<file path="src/rtl/spim_pkg.sv">
package spim_pkg;

    typedef enum logic [2:0] {
        RA_DATA  = 3'd0,
        RA_STAT  = 3'd1,
        RA_MODE  = 3'd2,
        RA_RXCNT = 3'd3,
        RA_IEN   = 3'd4
    } spim_reg_e;

    typedef struct packed {
        logic flush;
        logic loopback;
        logic cpol;
        logic cpha;
        logic lsb_first;
    } spim_mode_t;

    typedef struct packed {
        logic tx_empty;
        logic tx_full;
        logic rx_empty;
        logic rx_full;
    } spim_flags_t;

    localparam logic [7:0] FILLER_BYTE = 8'hFF;

    function automatic spim_mode_t mode_from_byte(input logic [7:0] b);
        spim_mode_t m;
        m.flush     = b[7];
        m.loopback  = b[6];
        m.cpol      = b[5];
        m.cpha      = b[4];
        m.lsb_first = b[3];
        return m;
    endfunction

    function automatic logic [7:0] mode_to_byte(input spim_mode_t m);
        return {m.flush, m.loopback, m.cpol, m.cpha, m.lsb_first, 3'b000};
    endfunction

endpackage

</file>
<file path="src/rtl/spim_fifo.sv">
module spim_fifo #(
    parameter int WIDTH = 8,
    parameter int DEPTH = 32
) (
    input  logic             clk,
    input  logic             rst,
    input  logic             flush,
    input  logic             push,
    input  logic [WIDTH-1:0] wdata,
    input  logic             pop,
    output logic [WIDTH-1:0] rdata,
    output logic             empty,
    output logic             full
);
    localparam int AW = (DEPTH > 1) ? $clog2(DEPTH) : 1;
    localparam int CW = $clog2(DEPTH + 1);

    logic [WIDTH-1:0] mem [DEPTH];
    logic [AW-1:0]    wr_ptr, rd_ptr;
    logic [CW-1:0]    count;
    logic             do_push, do_pop;

    assign empty   = (count == '0);
    assign full    = (count == CW'(DEPTH));
    assign do_push = push && !full;
    assign do_pop  = pop && !empty;
    assign rdata   = mem[rd_ptr];

    function automatic logic [AW-1:0] next_ptr(input logic [AW-1:0] p);
        return (p == AW'(DEPTH - 1)) ? '0 : p + 1'b1;
    endfunction

    always_ff @(posedge clk) begin
        if (do_push) mem[wr_ptr] <= wdata;
    end

    always_ff @(posedge clk) begin
        if (rst || flush) begin
            wr_ptr <= '0;
            rd_ptr <= '0;
            count  <= '0;
        end else begin
            if (do_push) wr_ptr <= next_ptr(wr_ptr);
            if (do_pop)  rd_ptr <= next_ptr(rd_ptr);
            case ({do_push, do_pop})
                2'b10:   count <= count + 1'b1;
                2'b01:   count <= count - 1'b1;
                default: count <= count;
            endcase
        end
    end
endmodule

</file>
<file path="src/rtl/spim_shift.sv">
module spim_shift #(
    parameter int CLK_DIV = 4
) (
    input  logic       clk,
    input  logic       rst,
    input  logic       start,
    input  logic [7:0] tx_byte,
    input  logic       cpol,
    input  logic       cpha,
    input  logic       lsb_first,
    input  logic       loopback,
    input  logic       miso,
    output logic       busy,
    output logic       done,
    output logic [7:0] rx_byte,
    output logic       sclk,
    output logic       mosi
);
    localparam int HALF = (CLK_DIV / 2 < 1) ? 1 : CLK_DIV / 2;
    localparam int DCW  = (HALF > 1) ? $clog2(HALF) : 1;

    logic [7:0]     tx_sr, rx_sr;
    logic [DCW-1:0] div_q;
    logic [3:0]     edge_q;
    logic           sclk_q, busy_q, done_q;
    logic           tick, sample_now, shift_now, din;

    assign mosi       = lsb_first ? tx_sr[0] : tx_sr[7];
    assign din        = loopback ? mosi : miso;
    assign tick       = (div_q == DCW'(HALF - 1));
    assign sample_now = (edge_q[0] == cpha);
    assign shift_now  = !sample_now && (edge_q != 4'd0);
    assign busy       = busy_q;
    assign done       = done_q;
    assign rx_byte    = rx_sr;
    assign sclk       = sclk_q;

    always_ff @(posedge clk) begin
        if (rst) begin
            tx_sr  <= '0;
            rx_sr  <= '0;
            div_q  <= '0;
            edge_q <= '0;
            sclk_q <= 1'b0;
            busy_q <= 1'b0;
            done_q <= 1'b0;
        end else begin
            done_q <= 1'b0;
            if (!busy_q) begin
                sclk_q <= cpol;
                if (start) begin
                    busy_q <= 1'b1;
                    tx_sr  <= tx_byte;
                    div_q  <= '0;
                    edge_q <= '0;
                end
            end else if (tick) begin
                div_q  <= '0;
                sclk_q <= ~sclk_q;
                edge_q <= edge_q + 1'b1;
                if (sample_now)
                    rx_sr <= lsb_first ? {din, rx_sr[7:1]} : {rx_sr[6:0], din};
                if (shift_now)
                    tx_sr <= lsb_first ? {1'b0, tx_sr[7:1]} : {tx_sr[6:0], 1'b0};
                if (edge_q == 4'd15) begin
                    busy_q <= 1'b0;
                    done_q <= 1'b1;
                end
            end else begin
                div_q <= div_q + 1'b1;
            end
        end
    end
endmodule

</file>
<file path="src/rtl/spim_ctrl.sv">
module spim_ctrl
    import spim_pkg::*;
#(
    parameter int FIFO_DEPTH = 32,
    parameter int CLK_DIV    = 4,
    parameter int NUM_CS     = 2
) (
    input  logic              clk,
    input  logic              rst,
    input  logic [2:0]        bus_addr,
    input  logic              bus_wr,
    input  logic              bus_rd,
    input  logic [7:0]        bus_wdata,
    output logic [7:0]        bus_rdata,
    output logic              irq,
    output logic              sclk,
    output logic              mosi,
    input  logic              miso,
    output logic [NUM_CS-1:0] cs_n
);
    spim_mode_t  mode_q;
    spim_flags_t flags;
    logic [7:0]  rxcnt_q;
    logic [3:0]  ien_q;
    logic        abort_q, cs_on_q, cs_pend_q, cs_sel_q, cur_dummy_q;

    logic        tx_empty, tx_full, rx_empty, rx_full;
    logic [7:0]  tx_head, rx_head, eng_rx;
    logic        eng_busy, eng_done, eng_start;
    logic        wr_data, wr_stat, wr_mode, wr_cnt, wr_ien, rd_data;

    assign wr_data = bus_wr && (bus_addr == RA_DATA);
    assign wr_stat = bus_wr && (bus_addr == RA_STAT);
    assign wr_mode = bus_wr && (bus_addr == RA_MODE);
    assign wr_cnt  = bus_wr && (bus_addr == RA_RXCNT);
    assign wr_ien  = bus_wr && (bus_addr == RA_IEN);
    assign rd_data = bus_rd && (bus_addr == RA_DATA);

    spim_fifo #(.WIDTH(8), .DEPTH(FIFO_DEPTH)) u_txq (
        .clk(clk), .rst(rst), .flush(mode_q.flush),
        .push(wr_data), .wdata(bus_wdata),
        .pop(eng_start && !tx_empty), .rdata(tx_head),
        .empty(tx_empty), .full(tx_full)
    );

    spim_fifo #(.WIDTH(8), .DEPTH(FIFO_DEPTH)) u_rxq (
        .clk(clk), .rst(rst), .flush(mode_q.flush),
        .push(eng_done), .wdata(eng_rx),
        .pop(rd_data), .rdata(rx_head),
        .empty(rx_empty), .full(rx_full)
    );

    assign eng_start = !eng_busy && !eng_done && !mode_q.flush && !rx_full &&
                       (!tx_empty || (rxcnt_q != 8'd0));

    spim_shift #(.CLK_DIV(CLK_DIV)) u_eng (
        .clk(clk), .rst(rst), .start(eng_start),
        .tx_byte(tx_empty ? FILLER_BYTE : tx_head),
        .cpol(mode_q.cpol), .cpha(mode_q.cpha),
        .lsb_first(mode_q.lsb_first), .loopback(mode_q.loopback),
        .miso(miso), .busy(eng_busy), .done(eng_done), .rx_byte(eng_rx),
        .sclk(sclk), .mosi(mosi)
    );

    always_ff @(posedge clk) begin
        if (rst) begin
            mode_q      <= '0;
            rxcnt_q     <= '0;
            ien_q       <= '0;
            abort_q     <= 1'b0;
            cs_on_q     <= 1'b0;
            cs_pend_q   <= 1'b0;
            cs_sel_q    <= 1'b0;
            cur_dummy_q <= 1'b0;
        end else begin
            if (wr_mode) mode_q <= mode_from_byte(bus_wdata);
            if (wr_ien)  ien_q  <= bus_wdata[7:4];
            if (eng_start) cur_dummy_q <= tx_empty;

            if (wr_cnt)
                rxcnt_q <= bus_wdata;
            else if (eng_done && cur_dummy_q && rxcnt_q != 8'd0)
                rxcnt_q <= rxcnt_q - 1'b1;

            if (wr_data && tx_full && !mode_q.flush)
                abort_q <= 1'b1;
            else if (wr_ien && bus_wdata[2])
                abort_q <= 1'b0;

            if (cs_pend_q && !eng_busy) begin
                cs_on_q   <= 1'b0;
                cs_pend_q <= 1'b0;
            end
            if (wr_stat) begin
                if (bus_wdata[0]) begin
                    cs_on_q  <= 1'b1;
                    cs_sel_q <= bus_wdata[3];
                end
                if (bus_wdata[1]) cs_pend_q <= 1'b1;
            end
        end
    end

    always_comb begin
        flags.tx_empty = tx_empty;
        flags.tx_full  = tx_full;
        flags.rx_empty = rx_empty;
        flags.rx_full  = rx_full;
    end

    assign irq = |(ien_q & flags);

    genvar gi;
    generate
        for (gi = 0; gi < NUM_CS; gi++) begin : g_cs
            assign cs_n[gi] = !(cs_on_q && (cs_sel_q == gi[0]));
        end
    endgenerate

    always_comb begin
        case (bus_addr)
            RA_DATA:  bus_rdata = rx_empty ? 8'h00 : rx_head;
            RA_STAT:  bus_rdata = {flags, cs_sel_q, 1'b0, cs_pend_q, cs_on_q};
            RA_MODE:  bus_rdata = mode_to_byte(mode_q);
            RA_RXCNT: bus_rdata = rxcnt_q;
            RA_IEN:   bus_rdata = {ien_q, 1'b0, abort_q, 2'b00};
            default:  bus_rdata = 8'h00;
        endcase
    end
endmodule

</file>
<file path="config.mk">
export PLATFORM = sky130hd
export DESIGN_NAME = spim_ctrl
export DESIGN_NICKNAME = d
export VERILOG_FILES = /design/src/rtl/spim_pkg.sv /design/src/rtl/spim_fifo.sv /design/src/rtl/spim_shift.sv /design/src/rtl/spim_ctrl.sv
export SDC_FILE = /design/constraint.sdc
export NUM_CORES = 1
export LEC_CHECK = 0
export BUFFER_PORTS_ARGS = -buffer_cell sky130_fd_sc_hd__buf_4
export CORE_UTILIZATION = 45
export DETAILED_ROUTE_END_ITERATION = 10
export PLACE_DENSITY = 0.59
export SLEW_MARGIN = 20
export SYNTH_ARGS = -nofsm -noshare
export SYNTH_HDL_FRONTEND = slang
export SYNTH_SLANG_ARGS = --single-unit
</file>
<file path="constraint.sdc">
create_clock -name clk -period 8.2 [get_ports clk]
set_input_delay 0.82 -clock clk [delete_from_list [all_inputs] [get_ports clk]]
set_output_delay 0.82 -clock clk [all_outputs]
set_load 0.02 [all_outputs]
</file>
==> results of run 1 <==
kinds of logic (layout without fill, tap and decap cells):
family | count (synthesis) | in the layout | share of synthesized area (%)
buf+inv | 95 | 176 | 1.51
compound gates | 130 | 130 | 3.42
fa+ha+maj | 22 | 22 | 1.13
mux | 216 | 216 | 16.3
xor+xnor | 20 | 20 | 0.718
flops | 600 | 600 | 70.3
simple gates | 338 | 338 | 6.68
per-stage QoR:
| stage | cells | hold slack (ns) |
|---|---|---|
| finish | 2190 | 0.484 |
| floorplan | 1421 | 0.455 |
| global route | 2190 | 0.509 |
| detailed placement | 2076 | 0.474 |
| global placement | 2076 | 0.472 |
| CTS | 2190 | 0.488 |
power breakdown:
part           total (mW)  internal, mW  switching [mW]
registers            3.51          3.40           0.106
logic               0.758         0.325           0.432
clock network        2.74          1.59            1.16
worst max path at each step:
stage	slack (ns)	cells past startpoint	start	endpoint
floorplan	4.71	6	flop	bus_rdata[2]
global placement	3.95	6	flop	bus_rdata[0]
detailed placement	3.95	6	flop	bus_rdata[2]
CTS	3.27	6	flop	bus_rdata[2]
global route	3.11	6	flop	bus_rdata[0]
finish	3.31	6	flop	bus_rdata[0]
critical path: stages, from the launching register on:
cell and delay, ns:
dfxtp_4 0.81, buf_4 0.65, mux4_2 0.59, mux4_2 0.53, a22oi_1 0.48, o21ai_0 0.18, buf_4 0.20
area by class of cell:
class | instances | area [µm²]
Multi-Input combinational cell | 726 | 6880
Sequential cell | 600 | 17200
Timing Repair Buffer | 43 | 323
Fill cell | 4266 | 25800
Clock buffer | 76 | 1660
Inverter | 19 | 71.3
Clock inverter | 38 | 342
Tap cell | 688 | 861
routing by layer:
metal  vias up  part of all wire [%]  GRT usage, %
met2       415                    45          29.2
li1       5706                     -             -
met5         -                     0             0
met1      6617                    47          30.3
met4         0                   2.0          5.02
met3        80                   6.6          3.52
flip-flops by register name (all words and copies together) (netlist names), 5 cells and up, named ones only:
name / cells
mode_q: 5
rxcnt_q: 8
u_eng.rx_byte: 8
u_eng.tx_sr: 8
u_rxq.count: 6
u_rxq.mem: 256
u_rxq.rd_ptr: 5
u_rxq.wr_ptr: 5
u_txq.count: 6
u_txq.mem: 256
u_txq.rd_ptr: 5
u_txq.wr_ptr: 5
layout by cell type, fill, tap and decap left out, types with 22 or more instances in the layout:
cell type,count
dfxtp_1,80
edfxtp_1,512
ha_1,22
nand2_1,69
mux2i_1,71
nor3_1,22
clkbuf_16,63
buf_4,43
nor2_1,136
mux4_2,144
a21oi_1,42
o21ai_0,25
==> out/metrics.cfg, run 1 <==
[synthesis]
synth_cells=1421
synth.area.top_cells=edfxtp_1 63%, mux4_2 13%, dfxtp_1 7.2%
synth-seq-cells=600
post_synth_edffs=512
synth_ff_type=edfxtp_1
yosys_warnings=0
synth.net_count=1459
most_instantiated_cells_after_synthesis=512 x edfxtp_1, 144 x mux4_2, 136 x nor2_1
synth_area_leader_cell=edfxtp_1
synthDistinctLibCells=60
async_flop_share_pct=0
syn-mean-instance-area_um2=17.2
netlist.area_leader.share_pct=63.1
synth_sequential_area_ratio_pct=70.3
synth.cell_area_um2=24400
yosys.cell_count.top_type=edfxtp_1

[global_route]
grt_pass1_vias=12600
gr-total-overflow=0
grt_first_pass_wirelength_mm=81.5
largest_net_degree_at_the_start_of_global_routing=65
antenna_found_initial=2
global_route_usage_over_all_layers_pct=19.7

[floorplanning]
initial_core_util_pct=45.9
fp.dieArea_um2=55100
chipWidth_um=235
pin_count=29
core_region_area_um2=53100
floorplan.die.height_um=235
std_cell_rows=84

[power_and_ir_drop]
static-leakage-power_nw=8.54
cellPowerDensity_nw_per_um2=257
ir_worst_vdd_mv=0.178
totalPowerFinal_mw=7.01

[drt]
antenna_violating_nets_post_route=0
detailedRoute.firstIterationViolations=1279
route.detailed.drc=0
via_count=12800
drt_wirelength_mm=53.9
drt_pre_antenna_iters=7
via_density_per_instance=5.85
avgRoutedWirePerCell_um=24.6

[cells_and_area]
utilization_pct=51.4
postLayoutCellArea_um2=27300
final_nets=1489
drive_above_1_share_pct=19.8
antenna_cells=0
synthToLayoutAreaGrowth_pct=11.9

[sta]
maxSlewViolCount=0
clock-skew-final_ns=0.0344
final.setup.worst_slack_ns=3.31
setup_viol=0
setup_tns_ns=0
grt_setup_unrepaired=false
post-route-period-util_pct=59.6
timing.final.hold_violations=0
crit_path_time_final_ns=4.89
fmax_mhz=205
worst_slew_margin_rel_pct=31.6
worst_slew_pin_slew_ns=1.02

[placement]
dpl-instance-area_um2=25300
place_ws_ns=3.95
dp_hpwl_mm=33.8
finalWeightedCongestion=0.778
io_buffer_count=28

[worst_setup_path]
worst_r2r_path_depth=13
critPathKind=reg2out
start_kind=flop
arrival_ns=4.07
critical_path.endpoint_type=output port
worstPathMaxFanout=33
reg2reg_to=u_txq.count[4]
timing.critical_path.required_ns=7.38
startpoint_of_the_worst_register_to_register_path=u_txq.count[1]
r2r_slack_ns=4.40

[clocking]
cts_root_buf=clkbuf_16
clk-insertion-delay-late_ns=0.62
postCtsHoldBufs=0
cts_tree=yes
cts_resized=0
numClockSinks=600
clkTransAtPathRegs_ns=0.06
setup_fix_bufs_post_cts=0
cts_inserted_buffers=61
cts.path.max_buffers=3
cts.htree.levels=2

[run_status]
status=complete, no violations

[hold_path]
min-delay-path-class=reg2reg
timing.hold.worst_endpoint=u_txq.rd_ptr[4]
holdCritStartpoint=u_txq.rd_ptr[4]
timing.hold.worst_path_depth=2

[flow_run]
drv.max_cap_violation_count=0

(Power assumes the default switching activity.)
==> run 2: changes to the inputs <==
ABC_AREA = 1   (was not set)
clock period = 4.95 ns   (was 8.2 ns; I/O delays follow)
==> out/metrics.cfg, run 2 <==
[run_status]
status=complete, no violations  ; unchanged

[clocking]
cts.path.max_buffers=3  ; unchanged
clk-insertion-delay-late_ns=0.64  ; was 0.62 ns
numClockSinks=600  ; unchanged
postCtsHoldBufs=0  ; unchanged
cts_root_buf=clkbuf_16  ; unchanged
cts_inserted_buffers=61  ; unchanged
cts.htree.levels=2  ; unchanged
cts_tree=yes  ; unchanged
cts_resized=0  ; unchanged
clkTransAtPathRegs_ns=0.06  ; about the same
setup_fix_bufs_post_cts=0  ; unchanged

[sta]
final.setup.worst_slack_ns=0.566  ; was 3.31 ns
post-route-period-util_pct=88.6
setup_viol=0  ; unchanged
grt_setup_unrepaired=false  ; unchanged
clock-skew-final_ns=0.0297  ; was 0.0344 ns
fmax_mhz=228
worst_slew_margin_rel_pct=24.2  ; was 31.6%
worst_slew_pin_slew_ns=1.14  ; was 1.02 ns
setup_tns_ns=0  ; unchanged
maxSlewViolCount=0  ; unchanged
timing.final.hold_violations=0  ; unchanged
fin_worst_hold_slack_ns=0.169  ; was 0.484 ns
crit_path_time_final_ns=4.38

[cells_and_area]
fillers=4964  ; was 4266
utilization_pct=50.8  ; was 51.4%
final_common_cell=edfxtp_1  ; unchanged
final_cell_mix=512 x edfxtp_1, 457 x nor2_1, 274 x nand2_1, 247 x o21ai_0, 158 x nand3_1  ; was 512 x edfxtp_1, 144 x mux4_2, 136 x nor2_1, 80 x dfxtp_1, 71 x mux2i_1
postLayoutCellArea_um2=28100  ; was 27300 µm²
antenna_cells=0  ; unchanged
final_nets=2326  ; was 1489
drive_above_1_share_pct=7.92  ; was 19.8%
multi_input_comb_area_um2=7060  ; was 6880 µm²
instances_no_fill=3084  ; was 2190
area.sequential_um2=17100  ; was 17200 µm²
top_regs=u_rxq.mem (256), u_txq.mem (256)  ; unchanged
synthToLayoutAreaGrowth_pct=11.1  ; was 11.9%

[floorplanning]
std_cell_rows=86  ; was 84
core_region_area_um2=55300  ; was 53100 µm²
pin_count=29  ; unchanged
initial_core_util_pct=45.7  ; was 45.9%
chipWidth_um=239  ; was 235 µm
fp.dieArea_um2=57200  ; was 55100 µm²
floorplan.die.height_um=239  ; was 235 µm

[worst_setup_path]
timing.critical_path.required_ns=4.45  ; was 7.38 ns
start_kind=flop  ; unchanged
critical_path.endpoint_type=output port  ; unchanged
worstPathMaxFanout=64  ; was 33
arrival_ns=3.89  ; was 4.07 ns
critPathKind=reg2out  ; unchanged

[power_and_ir_drop]
static-leakage-power_nw=9.41  ; was 8.54 nW
ir_worst_vdd_mv=0.368  ; was 0.178 mV
swShare_pct=28.0  ; was 24.2%
combinational_fraction_of_design_power_pct=16.5  ; was 10.8%
power_switching_mw=3.50  ; was 1.70 mW
power.share.sequential_pct=45.7  ; was 50.1%
totalPowerFinal_mw=12.5  ; was 7.01 mW
clock_power_share_pct=37.8  ; was 39.1%
cellPowerDensity_nw_per_um2=445  ; was 257 nW/µm²
power.internal_mw=9.00  ; was 5.32 mW

[synthesis]
async_flop_share_pct=0  ; unchanged
synth_top_family_by_area=simple AND/OR/NAND/NOR gates  ; was multiplexers
synth.cell_area_um2=25300  ; was 24400 µm²
most_instantiated_cells_after_synthesis=512 x edfxtp_1, 457 x nor2_1, 274 x nand2_1  ; was 512 x edfxtp_1, 144 x mux4_2, 136 x nor2_1
synth_ff_type=edfxtp_1  ; unchanged
synthMuxAreaShare_pct=0  ; was 16.3%
synth-simple-area-share_pct=15.2  ; was 6.68%
synth_xor_xnor_area_share_pct=0.900  ; was 0.718%
synth_adder_area_share_pct=1.09  ; was 1.13%
synth_cells=2295  ; was 1421
synth_area_leader_cell=edfxtp_1  ; unchanged
synth.area.top_cells=edfxtp_1 61%, dfxtp_1 7.0%, nor2_1 6.8%  ; was edfxtp_1 63%, mux4_2 13%, dfxtp_1 7.2%
synth.net_count=2333  ; was 1459
synth_sequential_area_ratio_pct=67.7  ; was 70.3%
post_synth_edffs=512  ; unchanged
syn-mean-instance-area_um2=11.0  ; was 17.2 µm²
synthDistinctLibCells=47  ; was 60
yosys.cell_count.top_type=edfxtp_1  ; unchanged
netlist.area_leader.share_pct=60.8  ; was 63.1%
yosys_warnings=0  ; unchanged
compound_gate_portion_of_the_synthesized_area_pct=10.7  ; was 3.42%
synth-seq-cells=600  ; unchanged

[drt]
via_count=17400  ; was 12.8k
drt_pre_antenna_iters=5  ; was 7
avgRoutedWirePerCell_um=20.2  ; was 24.6 µm
route.detailed.drc=0  ; unchanged
detailedRoute.firstIterationViolations=1516  ; was 1279
drt_wirelength_mm=62.3  ; was 53.9 mm
via_density_per_instance=5.63  ; was 5.85
antenna_violating_nets_post_route=0  ; unchanged

[global_route]
largest_net_degree_at_the_start_of_global_routing=152  ; was 65
grt_pass1_vias=16700  ; was 12.6k
gr-total-overflow=0  ; unchanged
grt_first_pass_wirelength_mm=96.5  ; was 81.5 mm
antenna_found_initial=0  ; was 2
global_route_usage_over_all_layers_pct=22.0  ; was 19.7%

[hold_path]
min-delay-path-class=in2reg  ; was reg2reg

[placement]
dpl-instance-area_um2=26000  ; was 25300 µm²
place_ws_ns=1.38  ; was 3.95 ns
dp_hpwl_mm=36.6  ; was 33.8 mm
io_buffer_count=28  ; unchanged
finalWeightedCongestion=0.844  ; was 0.778
placedCellCount=2973  ; was 2076

[flow_run]
drv.max_cap_violation_count=0  ; unchanged

[run 2: changes by cell type after synthesis, moves of 19 or more]
cell | before | now
nor2_1 | 136 | 457
o21ai_0 | 25 | 247
nand2_1 | 69 | 274
mux4_2 | 144 | 0
nand3_1 | 14 | 158
inv_1 | 17 | 116
mux2i_1 | 71 | 0
o221ai_1 | 3 | 44
o22ai_1 | 0 | 32
o211ai_1 | 1 | 30
o21ai_1 | 0 | 27
buf_2 | 4 | 23
[run 2: final cells by class]
cell class              count  share of cell area (%)
flip-flops and latches    600                    61.0
inverters                 125                    1.71
repair buffers             53                    1.46
clock buffers              81                    6.11
multi-input cells        1447                    25.1
well taps                 748                    3.33
clock inverters            30                    1.26
[run 2: power by group through the flow]
stage / Combinational (mW) / Sequential [mW] / Clock (mW)
after floorplan: 1.57 / 5.81 / 0
after global placement: 2.02 / 5.82 / 0
after detailed placement: 2.05 / 5.82 / 0
after CTS: 2.06 / 5.71 / 4.80
after global routing: 2.33 / 5.72 / 5.00
final: 2.06 / 5.71 / 4.73
[run 2: cells by family after synthesis]
kind of cell    Yosys count
compound gates          466
xor+xnor                 26
fa+ha+maj                22
buf+inv                 248
flops                   600
simple gates            933
[run 2: final timing paths]
check             startpoint              end  slack, ns  depth (start not counted)
max reg2reg       u_eng.busy   u_txq.count[4]       1.64                         14
min reg2reg  u_txq.rd_ptr[2]  u_txq.rd_ptr[2]       0.49                          1
max                     flop     bus_rdata[5]       0.57                         11
min                      rst  u_eng.edge_q[3]       0.17                          2
[run 2: critical path, stage by stage (launching register included)]
cell      delay [ns]
dfxtp_4         0.76
clkinv_2        0.66
buf_4           0.47
o21ai_0         0.22
o22ai_1         0.10
nand2_1         0.07
nand2_1         0.08
nand2_1         0.07
nand3_1         0.24
o211ai_1        0.25
nand2_1         0.10
buf_4           0.17
[run 2: metal layers]
layer  track usage, %  part of all wire, %  vias up
met5                0                    0        -
met1             31.9                   45     8597
li1                 -                    -     8093
met2             33.7                   45      560
met4             7.52                  3.0        0
met3             3.07                  6.3      118
